## config.mk

```make
export PLATFORM = sky130hd
export DESIGN_NAME = hp_slot_rst_ctl
export DESIGN_NICKNAME = d
export VERILOG_FILES = /design/src/rtl/hp_slot_pkg.sv /design/src/rtl/hp_rst_sync.sv /design/src/rtl/hp_ctl_field.sv /design/src/rtl/hp_pdc_fsm.sv /design/src/rtl/hp_slot_rst_ctl.sv
export SDC_FILE = /design/constraint.sdc
export NUM_CORES = 1
export LEC_CHECK = 0
export ABC_CLOCK_PERIOD_IN_PS = 1200
export CAP_MARGIN = 20
export CORE_AREA = 2 2 46 48
export DETAILED_ROUTE_END_ITERATION = 8
export DIE_AREA = 0 0 48 50
export PLACE_DENSITY_LB_ADDON = 0.25
export SLEW_MARGIN = 40
export SYNTH_ARGS = -nofsm -noshare
export SYNTH_HDL_FRONTEND = slang
export SYNTH_SLANG_ARGS = --single-unit
```

## constraint.sdc

```tcl
create_clock -name clk -period 1.2 [get_ports clk]
set_clock_uncertainty 0.2 [all_clocks]
set_input_delay 0.12 -clock clk [delete_from_list [all_inputs] [get_ports clk]]
set_output_delay 0.12 -clock clk [all_outputs]
set_load 0.02 [all_outputs]
```

## src/rtl/hp_slot_pkg.sv

```systemverilog
package hp_slot_pkg;
    typedef enum logic {
        PD_ARMED  = 1'b0,
        PD_MASKED = 1'b1
    } pd_state_e;

    localparam int unsigned FLD_PWR = 0;
endpackage

```

## src/rtl/hp_rst_sync.sv

```systemverilog
module hp_rst_sync #(
    parameter int unsigned STAGES = 2
) (
    input  logic clk,
    input  logic arst_n,
    output logic srst_n
);
    logic [STAGES-1:0] sync_q;

    always_ff @(posedge clk or negedge arst_n) begin
        if (!arst_n) sync_q <= '0;
        else         sync_q <= {sync_q[STAGES-2:0], 1'b1};
    end

    assign srst_n = sync_q[STAGES-1];
endmodule

```

## src/rtl/hp_ctl_field.sv

```systemverilog
module hp_ctl_field #(
    parameter bit CAP_RST = 1'b1
) (
    input  logic clk,
    input  logic rst_n,
    input  logic cap_wr,
    input  logic cap_d,
    input  logic ctl_wr,
    input  logic ctl_d,
    input  logic part_rst,
    input  logic init_d,
    output logic cap_q,
    output logic ctl_q,
    output logic ctl_nxt
);
    logic cap_nxt;

    assign cap_nxt = cap_wr ? cap_d : cap_q;

    always_comb begin
        if (!cap_nxt)      ctl_nxt = 1'b0;
        else if (part_rst) ctl_nxt = init_d;
        else if (ctl_wr)   ctl_nxt = ctl_d;
        else               ctl_nxt = ctl_q;
    end

    // sticky: only the global reset touches it
    always_ff @(posedge clk or negedge rst_n) begin
        if (!rst_n) cap_q <= CAP_RST;
        else        cap_q <= cap_nxt;
    end

    always_ff @(posedge clk or negedge rst_n) begin
        if (!rst_n) ctl_q <= 1'b0;
        else        ctl_q <= ctl_nxt;
    end

    AST_DIS_ZERO: assert property (@(posedge clk) disable iff (!rst_n)
        !cap_q |-> !ctl_q);
    AST_RELOAD_INIT: assert property (@(posedge clk) disable iff (!rst_n)
        (part_rst && !cap_wr && cap_q) |=> (ctl_q == $past(init_d)));
    AST_CAP_STICKY: assert property (@(posedge clk) disable iff (!rst_n)
        (part_rst && !cap_wr) |=> $stable(cap_q));
endmodule

```

## src/rtl/hp_pdc_fsm.sv

```systemverilog
module hp_pdc_fsm
    import hp_slot_pkg::*;
(
    input  logic clk,
    input  logic rst_n,
    input  logic fund_rst,
    input  logic mask_start,
    input  logic retrained,
    input  logic presence,
    input  logic w1c,
    output logic pdc
);
    pd_state_e st_q, st_nxt;
    logic      pres_q;
    logic      edge_seen;
    logic      pdc_set;

    assign edge_seen = presence ^ pres_q;

    always_comb begin
        st_nxt = st_q;
        unique case (st_q)
            PD_ARMED: begin
                if (mask_start) st_nxt = PD_MASKED;
            end
            PD_MASKED: begin
                if (mask_start)     st_nxt = PD_MASKED;
                else if (retrained) st_nxt = PD_ARMED;
                else if (fund_rst)  st_nxt = PD_ARMED;
            end
            default: st_nxt = PD_ARMED;
        endcase
    end

    always_ff @(posedge clk or negedge rst_n) begin
        if (!rst_n) st_q <= PD_ARMED;
        else        st_q <= st_nxt;
    end

    // output process
    always_comb begin
        pdc_set = 1'b0;
        unique case (st_q)
            PD_ARMED:  pdc_set = edge_seen && !mask_start && !fund_rst;
            PD_MASKED: pdc_set = 1'b0;
            default:   pdc_set = 1'b0;
        endcase
    end

    always_ff @(posedge clk or negedge rst_n) begin
        if (!rst_n) begin
            pres_q <= 1'b0;
            pdc    <= 1'b0;
        end else begin
            pres_q <= presence;
            if (fund_rst)     pdc <= 1'b0;
            else if (pdc_set) pdc <= 1'b1;
            else if (w1c)     pdc <= 1'b0;
        end
    end

    AST_NO_PDC_MASKED: assert property (@(posedge clk) disable iff (!rst_n)
        (st_q == PD_MASKED) |=> !$rose(pdc));
    AST_MASK_ENTRY: assert property (@(posedge clk) disable iff (!rst_n)
        mask_start |=> (st_q == PD_MASKED));
    AST_SET_WINS: assert property (@(posedge clk) disable iff (!rst_n)
        (st_q == PD_ARMED && edge_seen && !mask_start && !fund_rst) |=> pdc);
    AST_FUND_CLR: assert property (@(posedge clk) disable iff (!rst_n)
        fund_rst |=> !pdc);
endmodule

```

## src/rtl/hp_slot_rst_ctl.sv

```systemverilog
module hp_slot_rst_ctl
    import hp_slot_pkg::*;
#(
    parameter int unsigned     NFLD     = 4,
    parameter logic [NFLD-1:0] CAP_RST  = '1,
    parameter bit              SLOT_RST = 1'b1
) (
    input  logic            clk,
    input  logic            sw_rst_n,
    input  logic            prt_fund,
    input  logic            prt_hot,
    input  logic            prt_usbr,
    input  logic            prt_dsbr,
    input  logic            ctl_wr_en,
    input  logic [NFLD-1:0] ctl_wr_data,
    input  logic            cap_wr_en,
    input  logic [NFLD:0]   cap_wr_data,
    input  logic [NFLD-1:0] init_val,
    input  logic            presence,
    input  logic            link_retrained,
    input  logic            pres_chg_w1c,
    output logic [NFLD-1:0] slot_ctl,
    output logic [NFLD-1:0] cap_bits,
    output logic            slot_impl,
    output logic            pwr_en,
    output logic            pres_chg
);
    localparam int unsigned SLOT_BIT = NFLD;

    logic            rst_n;
    logic            part_any;
    logic            retrain_rst;
    logic [NFLD-1:0] ctl_nxt;

    assign part_any    = prt_fund | prt_hot | prt_usbr | prt_dsbr;
    assign retrain_rst = prt_hot | prt_usbr | prt_dsbr;

    hp_rst_sync #(.STAGES(2)) u_sync (
        .clk    (clk),
        .arst_n (sw_rst_n),
        .srst_n (rst_n)
    );

    for (genvar i = 0; i < NFLD; i++) begin : g_fld
        hp_ctl_field #(.CAP_RST(CAP_RST[i])) u_fld (
            .clk      (clk),
            .rst_n    (rst_n),
            .cap_wr   (cap_wr_en),
            .cap_d    (cap_wr_data[i]),
            .ctl_wr   (ctl_wr_en),
            .ctl_d    (ctl_wr_data[i]),
            .part_rst (part_any),
            .init_d   (init_val[i]),
            .cap_q    (cap_bits[i]),
            .ctl_q    (slot_ctl[i]),
            .ctl_nxt  (ctl_nxt[i])
        );
    end

    always_ff @(posedge clk or negedge rst_n) begin
        if (!rst_n)         slot_impl <= SLOT_RST;
        else if (cap_wr_en) slot_impl <= cap_wr_data[SLOT_BIT];
    end

    // pin is a flop fed by the field's next value: it moves only on a real change
    always_ff @(posedge clk or negedge rst_n) begin
        if (!rst_n) pwr_en <= 1'b1;
        else        pwr_en <= !ctl_nxt[FLD_PWR];
    end

    hp_pdc_fsm u_pdc (
        .clk        (clk),
        .rst_n      (rst_n),
        .fund_rst   (prt_fund),
        .mask_start (retrain_rst),
        .retrained  (link_retrained),
        .presence   (presence),
        .w1c        (pres_chg_w1c),
        .pdc        (pres_chg)
    );

    AST_PWR_TRACK: assert property (@(posedge clk) disable iff (!rst_n)
        pwr_en == !slot_ctl[FLD_PWR]);
    AST_PWR_HOLD: assert property (@(posedge clk) disable iff (!rst_n)
        (part_any && !cap_wr_en && !slot_ctl[FLD_PWR] && !init_val[FLD_PWR])
        |=> (pwr_en && $past(pwr_en)));
    AST_SLOT_STICKY: assert property (@(posedge clk) disable iff (!rst_n)
        (part_any && !cap_wr_en) |=> $stable(slot_impl));
endmodule

```

* Word level (Yosys, flattened, before mapping)
Cells that the tools add are included.
Operators by class: add/sub/neg operators 0, multipliers 0, div/mod/pow operators 0, $lt $le $gt $ge 0, equality and inequality tests 3, shift operators 0, muxes and demuxes 25, bitwise operators 7, reductions and logical operators 6
Operators with widths (count):
- 1-bit 2-to-1 mux | 23
- 3-bit inequality test, second input constant | 3
- 1-bit bitwise OR | 5
- 1-bit one-hot mux with 2 select lines | 2
- 1-bit zero test | 3
- 3-bit nonzero test | 1
- 1-bit logical AND | 2
- 1-bit inverter | 1
- 1-bit bitwise XOR | 1
Storage, ports and cells: bits in registers 15, bits in latches 0, bits in writable memories 0, memory bits (read-only) 0, bits of input ports 24, output and inout bits 11, word-level logic and storage cells 55, memories 0

* Longest topological paths before layout
depth after elaboration 8, mapped depth 4, mapped depth without buffers 3

* By module
A second synthesis with hierarchy kept.
Unflattened totals: cells, all modules 42, area, all modules 626.9 um^2
By module, submodules not included:
- hp_ctl_field | instances 4, cells each 6, area an instance 93.8 um^2, seq. area each 51.3 um^2
- hp_pdc_fsm | instances 1, cells each 9, area an instance 115.1 um^2, seq. area each 75.1 um^2
- hp_slot_rst_ctl | instances 1, cells each 6, area an instance 82.6 um^2, seq. area each 52.6 um^2
- hp_rst_sync | instances 1, cells each 3, area an instance 53.8 um^2, seq. area each 50.0 um^2

* Worst setup path after synthesis
No wires, ideal clock.
kind register -> register, start register u_pdc.st_q, end register u_pdc.st_q, setup time 139 ps, data arrival time 845 ps, required time 861 ps, path slack 16 ps, cell stages (with the launch flop) 3, buffers on the path 0, clock period less this slack 1184 ps, cells stage by stage dfrtp_1 -> nor3b_1 -> or4_1
On the way: word-level cells in the longest chain between the ends 2
RTL lines:
- from (decl) | line hp_pdc_fsm.sv:13 | pd_state_e st_q, st_nxt;
- from (signal assigned) | line hp_pdc_fsm.sv:37 | else st_q <= st_nxt;
- 1-bit inverter
- 1-bit one-hot mux with 2 select lines (*) | line hp_pdc_fsm.sv:22 | unique case (st_q)
- named net u_pdc.st_nxt | line hp_pdc_fsm.sv:13
Mark *: on every way through the listed nets, which the timed path passes. The rest lies on a longest branch. A chain may end at the register's enable or synchronous reset.

* Final worst setup path
start register g_fld[3].u_fld.cap_q, end output cap_bits[3]
RTL lines:
- from (decl) | line hp_ctl_field.sv:12 | output logic cap_q,
- from (signal assigned) | line hp_ctl_field.sv:30 | else cap_q <= cap_nxt;
- to (decl) | line hp_slot_rst_ctl.sv:23 | output logic [NFLD-1:0] cap_bits,
No word-level cell between the ends.

==> results.py <==
metrics = {
    "drt": {
        "postRouteAntennaNets": 0,
        "routedWlPerCell_microns": 11.2,
        "drtIter0Drc": 1,
        "routed-via-count": 495,
        "routed_wl_microns": 1250,
        "viasPerCell": 4.46,
        "drtPass1Iterations": 2,
        "drc_errors": 0,
    },
    "critical_path": {
        "end_kind": "output pin",
        "worstSetupPathType": "reg2out",
        "startpoint_type": "register",
        "cp_cell_sequence": "buf_6",
        "crit_buf_inv": 1,
        "cp_slowest_stage_delay_ps": 550,
        "required_ps": 880,
        "crit_path_max_fanout": 2,
        "critPathArrivalTime_ps": 930,
        "r2r-start": "u_pdc.st_q",
        "crit_slowest_cell": "dfstp_2",
        "crit_start": "g_fld[3].u_fld.cap_q",
        "critPathTopFamily": "flip-flops",
    },
    "timing": {
        "fin_crit_ps": 1250,
        "maxSlewHeadroom_pct": 66.5,
        "slew_violations": 0,
        "fmax_ghz": 0.801,
        "fin_setup_tns_ps": -281,
        "post-route-period-util_pct": 104,
        "rsz0062_at_grt": "true",
        "fin_ws_ps": -48.5,
        "setup_viol": 7,
        "hold_violations": 0,
        "worst_pin_slew_ps": 503,
        "fin_hold_ws_ps": 4.11,
    },
    "synthesis": {
        "synth_adder_area_share_pct": 0,
        "synth_simple_gate_area_share_pct": 9.11,
        "synth_top_area_cell": "dfrtp_1",
        "synth_xor_area_share_pct": 1.30,
        "yosysWarnings": 0,
        "synthCells": 50,
        "synth_flop_cell": "dfrtp_1",
        "syn_area_sq_um": 673,
        "ys_top_cells_by_count": "dfrtp_1, buf_4, dfstp_2",
        "synth_fp_nets": 74,
        "ys_top_cells_by_area": "dfrtp_1, dfstp_2, buf_4, mux2_2, mux2i_1",
        "synth.distinct_cells": 17,
        "synth-edff-count": 0,
        "synth_top_area_share_pct": 33.5,
        "seq_area_frac_synth_pct": 56.9,
        "yosysMostFrequentCell": "dfrtp_1",
        "muxShareOfSynthArea_pct": 14.3,
        "synth_top_family_by_area": "multiplexers",
        "synth-compound-area-share_pct": 8.36,
        "avgSynthCellArea_sq_um": 13.5,
        "async_reset_ff_share_pct": 100,
        "ys_ff_latch": 15,
    },
    "floorplan": {
        "dieHeight_microns": 50,
        "coreArea_sq_mm": 0.00190,
        "rows": 16,
        "initial_utilization_pct": 35.4,
        "die_x_microns": 48,
        "die-area_sq_mm": 0.00240,
        "io-pin-count": 35,
    },
    "global_route": {
        "grt_pass1_vias": 501,
        "grt_use_total_pct": 11.6,
        "overflow": 0,
        "grt_pass1_wl_microns": 2010,
        "antenna_found_initial": 0,
        "grt_max_degree": 14,
    },
    "place": {
        "dpl.hpwl_microns": 987,
        "port_buffers": 34,
        "place_congestion": 0.601,
        "placed_cell_area_sq_mm": 0.00101,
    },
    "flow_run": {
        "maxCapViolCount": 0,
    },
    "clock_network": {
        "cts_max_path_buffers": 2,
        "cts_buffers": 3,
        "htreeDepth": 1,
        "clk_latency_ps": 270,
        "cts_setup_buffers": 0,
        "cts_root_buf": "clkbuf_4",
        "cts_tree": "built",
        "clock-sinks": 15,
        "clk_pin_slew_ps": 90,
    },
    "finish": {
        "nets": 109,
        "diodes": 0,
        "fin_area_sq_mm": 0.00103,
        "regArea_sq_um": 383,
        "syn_to_final_growth_pct": 52.4,
        "multiInputGateArea_sq_um": 226,
        "fill_cells": 166,
        "layout-drive-gt1-share_pct": 36.9,
    },
    "status": {
        "violations": "setup timing",
        "status": "finished with violations",
    },
    "power_and_ir_drop": {
        "ir_drop_v": 0.000580,
        "power_density_mw_per_mm2": 1080,
        "leakagePower_nw": 0.480,
    },
    "hold_path": {
        "hp-class": "reg2async",
    },
}
-- area by class of cell --
class                   instances  area share [%]
clock buffers                   4            2.56
flip-flops and latches         15            37.3
multi-input cells              26            22.1
well taps                      27            3.29
repair buffers                 39            34.8
-- path summary, 6_finish.rpt --
kind	endpoint	slack [ps]	cells after the start
max in group asynchronous	u_sync.sync_q[1]	330	2
setup reg to reg	u_pdc.st_q	-40	2
setup / recovery	cap_bits[3]	-50	1
min in group clk	u_pdc.st_q	60	2
hold reg to reg	g_fld[0].u_fld.ctl_q	4	0
hold / removal	g_fld[0].u_fld.ctl_q	4	0
-- sequential cells by signal, indices dropped and copies added, names as in the netlist --
signal,count
pwr_en,1
g_fld.u_fld.cap_q,4
u_pdc.pdc,1
u_sync.sync_q,2
u_pdc.pres_q,1
slot_impl,1
g_fld.u_fld.ctl_q,4
u_pdc.st_q,1
-- where the power goes --
group          internal [mW]  switching [mW]
clock                  0.129           0.147
combinational          0.149          0.0992
sequential             0.558          0.0267
total                  0.836           0.273
-- cell families after synthesis --
family                    count (synthesis)
xor gates and xnor gates                  1
buffers and inverters                     9
muxes                                     9
AOI/OAI and AO/OA                         6
and+or+nand+nor                           9
other                                     1
DFF                                      15
-- per-stage QoR --
step,setup WS (ps),power [mW],utilization [%],std cells
floorplan,16.3,0.723,-,50
global placement,-336,0.848,52.9,105
detailed placement,-373,0.853,52.9,105
finish,-48.5,1.11,53.9,111
global route,-79.7,1.17,53.9,111
CTS,-59.9,1.13,53.9,111
-- timing repair --
item	4_1_cts	5_1_grt
endpoints found under the hold margin	2	0
pin swaps	1	0
hold buffers	1	0
gates resized for setup	63	0
endpoints found under the setup margin	17	7
gates cloned	1	0
-- placed cells by master, fill, tap and decap left out, types with 2 or more instances in the layout --
cell             instances
mux2_2                   5
buf_4                    2
buf_6                    7
buf_2                    6
nor2_1                   2
clkdlybuf4s50_1         17
o211a_1                  4
dfstp_2                  6
dfrtp_1                  9
dlygate4sd2_1            6
nand2_1                  3
clkbuf_4                 3
mux2i_1                  4
-- layer usage --
| metal | track usage, % | routed length (microns) | up-vias |
|---|---|---|---|
| met5 | 0 | 0 | - |
| met4 | 2.70 | 0 | 0 |
| met3 | 4.40 | 121 | 0 |
| met2 | 18.9 | 606 | 26 |
| met1 | 14.1 | 516 | 233 |
| li1 | - | - | 236 |
(Power assumes the default switching activity.)
